===== src/rtl/shsel_pkg.sv =====
package shsel_pkg;
  localparam int unsigned AMT_W = 5;
  localparam int unsigned CMD_W = 3;
  localparam int unsigned SRC_N = 1 << CMD_W;

  typedef enum logic [CMD_W-1:0] {
    C_HELD   = 3'b000,
    C_FIELD  = 3'b001,
    C_NEUTRL = 3'b010,
    C_BRANCH = 3'b011,
    C_IMMROT = 3'b100,
    C_BYTE   = 3'b101,
    C_SPARE  = 3'b110,
    C_LOAD   = 3'b111
  } shcmd_e;

  typedef enum logic [1:0] {
    K_LSL = 2'b00,
    K_LSR = 2'b01,
    K_ASR = 2'b10,
    K_ROR = 2'b11
  } shkind_e;

  typedef struct packed {
    logic [AMT_W-1:0] amt;
    logic [1:0]       kind;
    logic             over;
  } shfld_t;
endpackage


===== src/rtl/shsel_rst_sync.sv =====
module shsel_rst_sync #(
  parameter int unsigned STAGES = 2
) (
  input  logic clk,
  input  logic rst_n,
  output logic rst_n_sync
);
  logic [STAGES-1:0] sh_q;

  always_ff @(posedge clk or negedge rst_n) begin
    if (!rst_n) sh_q <= '0;
    else        sh_q <= {sh_q[STAGES-2:0], 1'b1};
  end

  assign rst_n_sync = sh_q[STAGES-1];
endmodule


===== src/rtl/shsel_decode.sv =====
module shsel_decode #(
  parameter int unsigned CMD_W = 3,
  localparam int unsigned N = 1 << CMD_W
) (
  input  logic [CMD_W-1:0] cmd,
  output logic [N-1:0]     sel
);
  for (genvar i = 0; i < N; i++) begin : g_dec
    assign sel[i] = (cmd == CMD_W'(i));
  end
endmodule


===== src/rtl/shsel_hold.sv =====
module shsel_hold #(
  parameter int unsigned HOLD_W = 8
) (
  input  logic              clk,
  input  logic              rst_n,
  input  logic              load_en,
  input  logic [HOLD_W-1:0] d,
  output logic [HOLD_W-1:0] q
);
  logic [HOLD_W-1:0] hold_d;

  always_comb begin
    hold_d = q;
    if (load_en) hold_d = d;
  end

  always_ff @(posedge clk or negedge rst_n) begin
    if (!rst_n) q <= '0;
    else        q <= hold_d;
  end
endmodule


===== src/rtl/shsel_glue.sv =====
module shsel_glue
  import shsel_pkg::*;
#(
  parameter int unsigned HOLD_W = 8,
  localparam int unsigned FLD_W = AMT_W + 2
) (
  input  logic [FLD_W-1:0]  field,
  input  logic [1:0]        addr_lo,
  input  logic [HOLD_W-1:0] held,
  output shfld_t [SRC_N-1:0] src
);
  localparam int unsigned LIMIT = 1 << AMT_W;

  logic             held_big;
  logic [AMT_W-1:0] imm_amt;
  logic [AMT_W-1:0] byte_amt;

  always_comb begin
    held_big = (int'(held) >= LIMIT);
    imm_amt  = AMT_W'({field[FLD_W-1:FLD_W-4], 1'b0});
    byte_amt = AMT_W'({addr_lo, 3'b000});
  end

  always_comb begin
    src = '0;

    src[C_HELD].amt  = held_big ? '0 : held[AMT_W-1:0];
    src[C_HELD].kind = field[1:0];
    src[C_HELD].over = held_big;

    src[C_FIELD].amt  = field[FLD_W-1:2];
    src[C_FIELD].kind = field[1:0];

    src[C_BRANCH].amt  = AMT_W'(2);
    src[C_BRANCH].kind = K_LSL;

    src[C_IMMROT].amt  = imm_amt;
    src[C_IMMROT].kind = (imm_amt != '0) ? K_ROR : K_LSL;

    src[C_BYTE].amt  = byte_amt;
    src[C_BYTE].kind = (addr_lo != 2'b00) ? K_ROR : K_LSL;
  end
endmodule


===== src/rtl/shsel_top.sv =====
module shsel_top
  import shsel_pkg::*;
#(
  parameter int unsigned HOLD_W = 8,
  localparam int unsigned FLD_W = AMT_W + 2
) (
  input  logic              clk,
  input  logic              rst_n,
  input  logic [CMD_W-1:0]  cmd,
  input  logic [FLD_W-1:0]  ir_field,
  input  logic [HOLD_W-1:0] rb_lo,
  input  logic [1:0]        addr_lo,
  output logic [AMT_W-1:0]  amt_o,
  output logic [1:0]        kind_o,
  output logic              over_o
);
  logic              rst_n_s;
  logic [SRC_N-1:0]  sel;
  logic [HOLD_W-1:0] held;
  shfld_t [SRC_N-1:0] src;
  shfld_t [SRC_N-1:0] gated;
  shfld_t             res;

  shsel_rst_sync #(.STAGES(2)) u_rst (
    .clk(clk), .rst_n(rst_n), .rst_n_sync(rst_n_s)
  );

  shsel_decode #(.CMD_W(CMD_W)) u_dec (
    .cmd(cmd), .sel(sel)
  );

  shsel_hold #(.HOLD_W(HOLD_W)) u_hold (
    .clk(clk), .rst_n(rst_n_s), .load_en(sel[C_LOAD]),
    .d(rb_lo), .q(held)
  );

  shsel_glue #(.HOLD_W(HOLD_W)) u_glue (
    .field(ir_field), .addr_lo(addr_lo), .held(held), .src(src)
  );

  for (genvar i = 0; i < SRC_N; i++) begin : g_gate
    assign gated[i] = sel[i] ? src[i] : '0;
  end

  always_comb begin
    res = '0;
    for (int i = 0; i < SRC_N; i++) res = res | gated[i];
  end

  assign amt_o  = res.amt;
  assign kind_o = res.kind;
  assign over_o = res.over;
endmodule


===== config.mk =====
export PLATFORM = sky130hd
export DESIGN_NAME = shsel_top
export DESIGN_NICKNAME = d
export VERILOG_FILES = /design/src/rtl/shsel_pkg.sv /design/src/rtl/shsel_rst_sync.sv /design/src/rtl/shsel_decode.sv /design/src/rtl/shsel_hold.sv /design/src/rtl/shsel_glue.sv /design/src/rtl/shsel_top.sv
export SDC_FILE = /design/constraint.sdc
export NUM_CORES = 1
export LEC_CHECK = 0
export ABC_AREA = 1
export BUFFER_PORTS_ARGS = -buffer_cell sky130_fd_sc_hd__buf_2
export CAP_MARGIN = 10
export CELL_PAD_IN_SITES_DETAIL_PLACEMENT = 1
export CELL_PAD_IN_SITES_GLOBAL_PLACEMENT = 1
export CORE_AREA = 2 2 66 68
export CTS_BUF_LIST = sky130_fd_sc_hd__clkbuf_8 sky130_fd_sc_hd__clkbuf_16
export CTS_CLUSTER_DIAMETER = 150
export DETAILED_ROUTE_END_ITERATION = 12
export DIE_AREA = 0 0 68 70
export HOLD_SLACK_MARGIN = 0.08
export PLACE_DENSITY_LB_ADDON = 0.1
export SYNTH_ARGS = -nofsm -noshare
export SYNTH_HDL_FRONTEND = slang
export SYNTH_HIERARCHICAL = 1
export SYNTH_SLANG_ARGS = --single-unit

===== constraint.sdc =====
create_clock -name clk -period 1.27 [get_ports clk]
set_input_delay 0.0635 -clock clk [delete_from_list [all_inputs] [get_ports clk]]
set_output_delay 0.0635 -clock clk [all_outputs]
set_load 0.01 [all_outputs]

=== Yosys cells after proc, flatten, opt, wreduce, memory -nomap -nowiden ===
Index checks and enable logic that the tools add are counted.

* Flip-flop bits (word level): 10
* Latch bits: 0
* RAM bits: 0
* Memory bits (read-only): 0
* Bits of input ports: 22
* Output and inout bits: 8
* Word-level logic and storage cells: 23
* Memories kept: 0

* $add $sub $neg: 0
* $mul: 0
* Div/mod/pow operators: 0
* $lt $le $gt $ge: 1
* Equality and inequality tests: 5
* Shift-type cells: 0
* Muxes and demuxes: 8
* Bitwise operators: 4
* Reduce and logical (&&, ||, !) cells: 3

{| class="wikitable"
|+ Operator list
! kind !! count
|-
| $mux 8 || 4
|-
| $or 8x8->8 || 3
|-
| $mux 5 || 2
|-
| $eq 3x3->1 const B || 3
|-
| $ge 8x6->1 const B || 1
|-
| $or 8x5->8 || 1
|-
| $reduce_bool 5->1 || 1
|-
| $mux 2 || 2
|-
| $eq 3x1->1 const B || 1
|-
| $eq 3x2->1 const B || 1
|-
| $logic_not 3->1 || 1
|-
| $reduce_bool 2->1 || 1
|}

=== Longest topological paths before layout ===
Gate-level depths: netlist of the first run.

* Depth after elaboration: 7
* Gate-level depth with buffers: 8

=== Hierarchy ===
Netlist of the first run, hierarchy kept.

{| class="wikitable"
|+ Modules (own cells, without submodules)
! module !! instances !! cells each !! area an instance (um2) !! seq. area each (um2)
|-
| shsel_glue || 1 || 76 || 524.3 || 0.0
|-
| shsel_top || 1 || 128 || 490.5 || 0.0
|-
| shsel_hold || 1 || 34 || 305.3 || 200.2
|-
| shsel_decode || 1 || 15 || 56.3 || 0.0
|-
| shsel_rst_sync || 1 || 3 || 53.8 || 50.0
|}

=== Worst setup path before layout of the first run ===
No wires, ideal clock.

* Kind: register -> output
* Start: reg u_hold.q[6]
* End: out over_o
* Data arrival time: 0.989 ns
* Path slack: 0.217 ns
* Cell stages (with the launch flop): 8
* Cells stage by stage: dfrtp_1 > nor2_2 > nand2_4 > buf_4 > nand2_1 > nand2_1 > nor2_1 > nand2_1

* Cells in the longest elaborated chain, start to end: 6

{| class="wikitable"
|+ Ends and longest elaborated chain
! what !! RTL line !! source
|-
| from (decl) || shsel_hold.sv:8 || <nowiki>output logic [HOLD_W-1:0] q</nowiki>
|-
| from (signal assigned) || shsel_hold.sv:19 || <nowiki>else q <= hold_d;</nowiki>
|-
| $ge 8x6->1 || shsel_glue.sv:19 || <nowiki>held_big = (int'(held) >= LIMIT);</nowiki>
|-
| named net u_glue.held_big || shsel_glue.sv:14 || <nowiki>logic held_big;</nowiki>
|-
| $mux 8 || shsel_top.sv:42 || <nowiki>assign gated[i] = sel[i] ? src[i] : '0;</nowiki>
|-
| $or 8x8->8 || shsel_top.sv:47 || <nowiki>for (int i = 0; i < SRC_N; i++) res = res | gated[i];</nowiki>
|-
| $or 8x5->8 || shsel_top.sv:47 ||
|-
| $or 8x8->8 (2 in series) || shsel_top.sv:47 ||
|-
| to (decl) || shsel_top.sv:15 || <nowiki>output logic over_o</nowiki>
|}

The timed path passes the listed nets, and every way through them passes these cells.

==> results of run 1 <==
## kinds of logic after synthesis
logic type / synth area share, %
buf+inv: 36.1
flops: 17.5
other cells: 0.787
simple gates: 45.6
## stage by stage
| stage | total power, uW | util [%] | setup slack [ns] |
|---|---|---|---|
| finish | 1090 | 35.9 | -0.0999 |
| global route | 1190 | 35.9 | -0.222 |
| CTS | 1110 | 35.9 | -0.118 |
| detailed placement | 749 | 32.5 | 0.121 |
| global placement | 743 | 32.5 | 0.0949 |
| floorplan | 752 | - | 0.217 |
## routing by layer
metal | routed length [um] | GRT usage, % | share of wire (%) | up-vias
met4 | 41 | 4.67 | 1.3 | 0
li1 | - | - | - | 687
met3 | 69 | 0.966 | 2.2 | 3
met5 | 0 | 0 | 0 | -
met2 | 1620 | 27.4 | 51 | 20
met1 | 1440 | 18.5 | 45 | 531
## state kept, by name, summed over array words and instances, names as in the netlist
name        count
u_hold/q        8
u_rst/sh_q      2
## report_power, final
part	switching, uW	total (uW)	leakage, uW	internal [uW]
sequential	27.7	392	0.000123	364
clock	112	319	0.0000216	206
combinational	221	379	0.000814	158
## cell type report
class / count / area share, %
well taps: 52 / 4.38
multi-input cells: 207 / 54.1
inverters: 10 / 2.53
clock buffers: 3 / 2.78
repair buffers: 45 / 19.4
flip-flops and latches: 10 / 16.8
## what timing repair did
action                                 4_1_cts  5_1_grt
endpoints found under the hold margin       10        0
setup endpoints to repair                    6        6
hold buffers                                 9        0
gates resized for setup                      1        0
pin swaps                                   10        4
buffers inserted                             1        0
## worst min path at each step
stage                                  startpoint                 endpoint  slack [ns]
after floorplan                             rst_n  u_rst/sh_q[0]$_DFF_PN0_       -0.23
after global placement                      rst_n  u_rst/sh_q[0]$_DFF_PN0_       -0.15
after detailed placement                    rst_n  u_rst/sh_q[0]$_DFF_PN0_       -0.15
after CTS                                   rst_n  u_rst/sh_q[0]$_DFF_PN0_        0.13
after global routing      u_rst/sh_q[1]$_DFF_PN0_  u_hold/q[1]$_DFFE_PN0P_        0.15
final                     u_rst/sh_q[1]$_DFF_PN0_  u_hold/q[1]$_DFFE_PN0P_        0.13
## critical path: stages (launching register included)
cell     delay (ns)
dfrtp_1        0.38
nor2_2         0.15
nand2_4        0.10
nor2_2         0.11
nand2_1        0.06
nand2_1        0.07
nor2_1         0.05
nand2_1        0.04
buf_2          0.12
## cells in the final DEF, fill, tap and decap left out
cell / netlist / final
nand2_1: 133 / 133
nand2_4: 1 / 1
inv_2: 2 / 2
buf_4: 57 / 7
dfrtp_1: 10 / 10
or2_2: 1 / 1
conb_1: 3 / 40
nor2_2: 6 / 7
inv_1: 8 / 8
clkbuf_8: 0 / 3
nor2_1: 26 / 25
dlygate4sd3_1: 0 / 9
buf_2: 3 / 29
==> impl_metrics.ini, run 1 <==
[clock_tree]
clockBufferDepth = 2
h-tree-depth = 1
numCtsBuffers = 3
clk_pin_slew_ns = 0.04
clkLatencyLatePin_ns = 0.23
clock_sinks = 10
cts_tree = yes
cts-root-buf = clkbuf_8

[synth]
synthArstFlopShare_pct = 100
syn_inst = 256
synth_edf_count = 0
yosys-top-cells-count = 133 x nand2_1, 57 x buf_4, 26 x nor2_1
yosysSeqAreaShare_pct = 17.5
synth.avg_cell_area_sq_um = 5.59
syn_area_sq_mm = 0.00143
synth.area.top_cells = nand2_1 35%, buf_4 30%, dfrtp_1 17%, nor2_1 6.8%, nor2_2 2.6%
post-synth-top-count-cell = nand2_1
yosys_warnings = 6
synth_top_area_cell = nand2_1
synth_seq_cells = 10
ys_types = 13
yosysTopAreaCellShare_pct = 34.9
synthFlopType = dfrtp_1

[sta]
fin_ws_ns = -0.0999
finalSetupViolCount = 6
fmax_mhz = 730
rsz0062_at_grt = yes
slew-limit-headroom_pct = 57.9
worstMarginPinSlew_ns = 0.629
setup_tns_ns = -0.513
period_share_pct = 108
finalHoldViolCount = 0
timing.hold.ws_ns = 0.129
slew_violations = 0
period_needed_ns = 1.37
fin_skew_ns = 0.000898

[floorplan]
die_y_um = 70
die_w_um = 68
std_cell_rows = 24
core_sq_mm = 0.00414
start_util_pct = 34.5
pin_count = 30
die_area_sq_mm = 0.00476

[global_routing]
first_global_vias = 1236
track_usage_pct = 15.1
antenna_found_initial = 0
grt_max_degree = 13
grt_pass1_wl_mm = 5.49
overflow = 0

[worst_setup_path]
worst_r2r_endpoint = u_hold/q[7]$_DFFE_PN0P_
rr_worst_depth = 3
r2r-start = u_hold/q[7]$_DFFE_PN0P_
required_ns = 1.21
critPathLaunchType = flip-flop
worstSetupStartpoint = u_hold/q[6]$_DFFE_PN0P_
endpoint = amt_o[4]
rrSetupSlack_ns = 0.55
cp_max_fo = 6
arrival_ns = 1.31
worstSetupEndpointType = output pin
critPathKind = reg2out

[placement]
gp_congestion = 0.714
placedCellCount = 314
port_buffers = 29
place_area_sq_mm = 0.00135
place_hpwl_mm = 2.53

[power]
p_per_area_mw_per_mm2 = 733
p_leak_uw = 0.000959
ir_drop_uv = 536

[route]
dr.pass1.iters = 2
vias_per_cell = 3.80
drc = 0
routed_wl_mm = 3.17
wire_per_inst_um = 9.69
ant_nets = 0
via_count = 1241
drt-initial-drc-count = 16

[job]
drv_cap = 0

[cells_and_area]
instances_no_fill = 327
final_cell_area_sq_mm = 0.00149
diodes = 0
ff_latch_area_sq_um = 250
area_delta_synth_final_pct = 3.94
final_nets = 299
fill_cells = 629
multiInputGateArea_sq_um = 805
final_layout_size_suffix_gt1_share_pct = 18.2

[run_status]
outcome = finished, violations left
violations = negative setup slack

[worst_hold_path]
hp-class = reg2async
(Power assumes the default switching activity.)
==> run 2: changes to the inputs <==
--- a/config.mk
+++ b/config.mk
@@ -5,16 +5,16 @@
 export SDC_FILE = /design/constraint.sdc
 export NUM_CORES = 1
 export LEC_CHECK = 0
-export ABC_AREA = 1
 export BUFFER_PORTS_ARGS = -buffer_cell sky130_fd_sc_hd__buf_2
 export CAP_MARGIN = 10
 export CELL_PAD_IN_SITES_DETAIL_PLACEMENT = 1
 export CELL_PAD_IN_SITES_GLOBAL_PLACEMENT = 1
-export CORE_AREA = 2 2 66 68
+export CORE_AREA = 2 2 60 62
 export CTS_BUF_LIST = sky130_fd_sc_hd__clkbuf_8 sky130_fd_sc_hd__clkbuf_16
 export CTS_CLUSTER_DIAMETER = 150
 export DETAILED_ROUTE_END_ITERATION = 12
-export DIE_AREA = 0 0 68 70
+export DIE_AREA = 0 0 62 64
+export GPL_ROUTABILITY_DRIVEN = 0
 export HOLD_SLACK_MARGIN = 0.08
 export PLACE_DENSITY_LB_ADDON = 0.1
 export SYNTH_ARGS = -nofsm -noshare
==> run 2 against run 1 <==
  * The flow still finishes with violations (negative setup slack)
  * Die area shrank 17%
  * Count of clock-buffer cells in the layout grew 1
  * Global-route usage grew 1.4 points
  * Maximum frequency shrank 13%
  * Sequential cell count is the same
  * Total power grew 22%
  * Combinational power grew 25%
  * First-iteration DRC count grew to 3.1 times the previous value
  * Design area is essentially flat
  * Wire length shrank 0.25%
==> impl_metrics.ini, run 2 <==
[cells_and_area]
final_layout_size_suffix_gt1_share_pct = 43.8
final_nets = 192
area_delta_synth_final_pct = 17.1
final_common_cell = conb_1
largest_register_ffs = 8
largest_registers = u_hold/q: 8 flops, u_rst/sh_q: 2 flops
top_register = u_hold/q
diodes = 0
final_util_pct = 45.3
final_cell_mix = 40 x conb_1, 29 x buf_2, 28 x a22oi_1, 11 x buf_4, 9 x dlygate4sd3_1

[synth]
synth.area.top_cells = buf_4 34%, dfrtp_1 20%, a22oi_1 19%, mux2_4 9.5%, nand4_1 3.9%
synth_seq_cells = 10
yosys_warnings = 6
syn_area_sq_mm = 0.00127
synthFlopType = dfrtp_1
yosysSeqAreaShare_pct = 19.7
syn_inst = 143
ys_types = 17
yosys-top-cells-count = 57 x buf_4, 32 x a22oi_1, 10 x dfrtp_1
synth_edf_count = 0
synthArstFlopShare_pct = 100
synth.avg_cell_area_sq_um = 8.88
synth_top_area_cell = buf_4
yosysTopAreaCellShare_pct = 33.7
post-synth-top-count-cell = buf_4

[route]
dr.pass1.iters = 4
via_count = 971
ant_nets = 0
drc = 0
routed_wl_mm = 3.16
wire_per_inst_um = 14.7
drt-initial-drc-count = 49
vias_per_cell = 4.52

[placement]
place_hpwl_mm = 2.12
port_buffers = 29
pre_cts_ws_ns = -0.266

[clock_tree]
clock_sinks = 10
cts-root-buf = clkbuf_8
h-tree-depth = 1
clk_pin_slew_ns = 0.05
clockBufferDepth = 2
cts_tree = yes
clkLatencyLatePin_ns = 0.24
numCtsBuffers = 3

[global_routing]
grt_max_degree = 10
antenna_found_initial = 0
first_global_vias = 1011
grt_pass1_wl_mm = 4.85
track_usage_pct = 16.5
overflow = 0

[floorplan]
pin_count = 30
die_area_sq_mm = 0.00397
core_sq_mm = 0.00328
std_cell_rows = 21
die_y_um = 64
die_w_um = 62
start_util_pct = 38.7

[worst_setup_path]
arrival_ns = 1.51
rr_worst_depth = 1
worstSetupEndpointType = output pin
critPathLaunchType = flip-flop
cp_max_fo = 7
critPathKind = reg2out
required_ns = 1.21

[power]
ir_drop_uv = 268
combPwrFrac_pct = 35.6
p_leak_uw = 0.000683
switching_power_uw = 406
clkPwrFrac_pct = 30.3
swShare_pct = 30.5
seq_power_share_pct = 34.1
power_uw = 1330
p_per_area_mw_per_mm2 = 895
p_int_uw = 925

[sta]
slew_violations = 0
rsz0062_at_grt = yes
fin_ws_ns = -0.301
fin_skew_ns = 0.00530
finalHoldViolCount = 0
period_share_pct = 124
period_needed_ns = 1.57
fmax_mhz = 636
worstMarginPinSlew_ns = 1.20
timing.hold.ws_ns = 0.125
setup_tns_ns = -1.60
slew-limit-headroom_pct = 19.8
finalSetupViolCount = 6

[job]
drv_cap = 0

[run_status]
outcome = finished, violations left
violations = negative setup slack

[worst_hold_path]
hp-class = reg2async
[run 2: changes by cell type after synthesis, sizes merged, moves of 5 or more]
cell,change
a22oi,+32
nor2,-32
nor4b,+5
inv,-10
nand4,+8
nand2,-134
mux2,+8
[run 2: repair_timing]
action	in CTS	in global routing
endpoints found under the hold margin	10	0
pin swaps	2	5
hold buffers	9	0
setup buffers	1	2
resized for setup	12	8
cloned	0	0
setup endpoints to repair	8	7
[run 2: path summary, 6_finish.rpt]
path	startpoint	endpoint	slack, ns
min in group clk	u_rst/sh_q[0]$_DFF_PN0_	u_rst/sh_q[1]$_DFF_PN0_	0.35
min reg2reg	u_rst/sh_q[1]$_DFF_PN0_	u_hold/q[4]$_DFFE_PN0P_	0.13
max in group asynchronous	u_rst/sh_q[1]$_DFF_PN0_	u_hold/q[7]$_DFFE_PN0P_	0.87
max	u_hold/q[6]$_DFFE_PN0P_	amt_o[0]	-0.30
min	u_rst/sh_q[1]$_DFF_PN0_	u_hold/q[4]$_DFFE_PN0P_	0.13
max reg2reg	u_hold/q[6]$_DFFE_PN0P_	u_hold/q[6]$_DFFE_PN0P_	0.37
[run 2: kinds of logic after synthesis]
group	synth area share, %
other	0.887
and+or+nand+nor	14.1
AOI/OAI and AO/OA	18.9
buffers and inverters	36.9
muxes	9.46
DFF	19.7
[run 2: metal layers]
metal  GRT usage (%)  share of wire, %
met3            2.63               3.4
met1            20.6                44
met5               0                 0
met2            28.6                52
met4            3.99              0.92
[run 2: worst max-delay path: stages (launching register included)]
cell	delay, ns
dfrtp_2	0.49
nor4b_2	0.33
buf_4	0.15
a22oi_1	0.07
nand4_1	0.09
buf_2	0.13
[run 2: stage by stage]
| stage | instances | instance area (sq um) |
|---|---|---|
| 2_1_floorplan | 180 | 1410 |
| 3_3_place_gp | 199 | 1220 |
| 3_5_place_dp | 199 | 1220 |
| 4_1_cts | 213 | 1420 |
| 5_1_grt | 215 | 1490 |
| 6_report | 215 | 1490 |
[run 2: final cells by class]
| class | instances | area [sq um] |
|---|---|---|
| Fill cell | 389 | 1800 |
| Multi-Input combinational cell | 104 | 781 |
| Timing Repair Buffer | 51 | 340 |
| Sequential cell | 10 | 254 |
| Tap cell | 46 | 57.6 |
| Clock buffer | 4 | 55.1 |
[run 2: power by group through the flow]
stage | registers, uW | logic (uW) | clock network, uW
2_1_floorplan | 413 | 344 | 0
3_3_place_gp | 431 | 341 | 0
3_5_place_dp | 430 | 344 | 0
4_1_cts | 438 | 402 | 405
5_1_grt | 460 | 512 | 432
6_report | 453 | 474 | 403
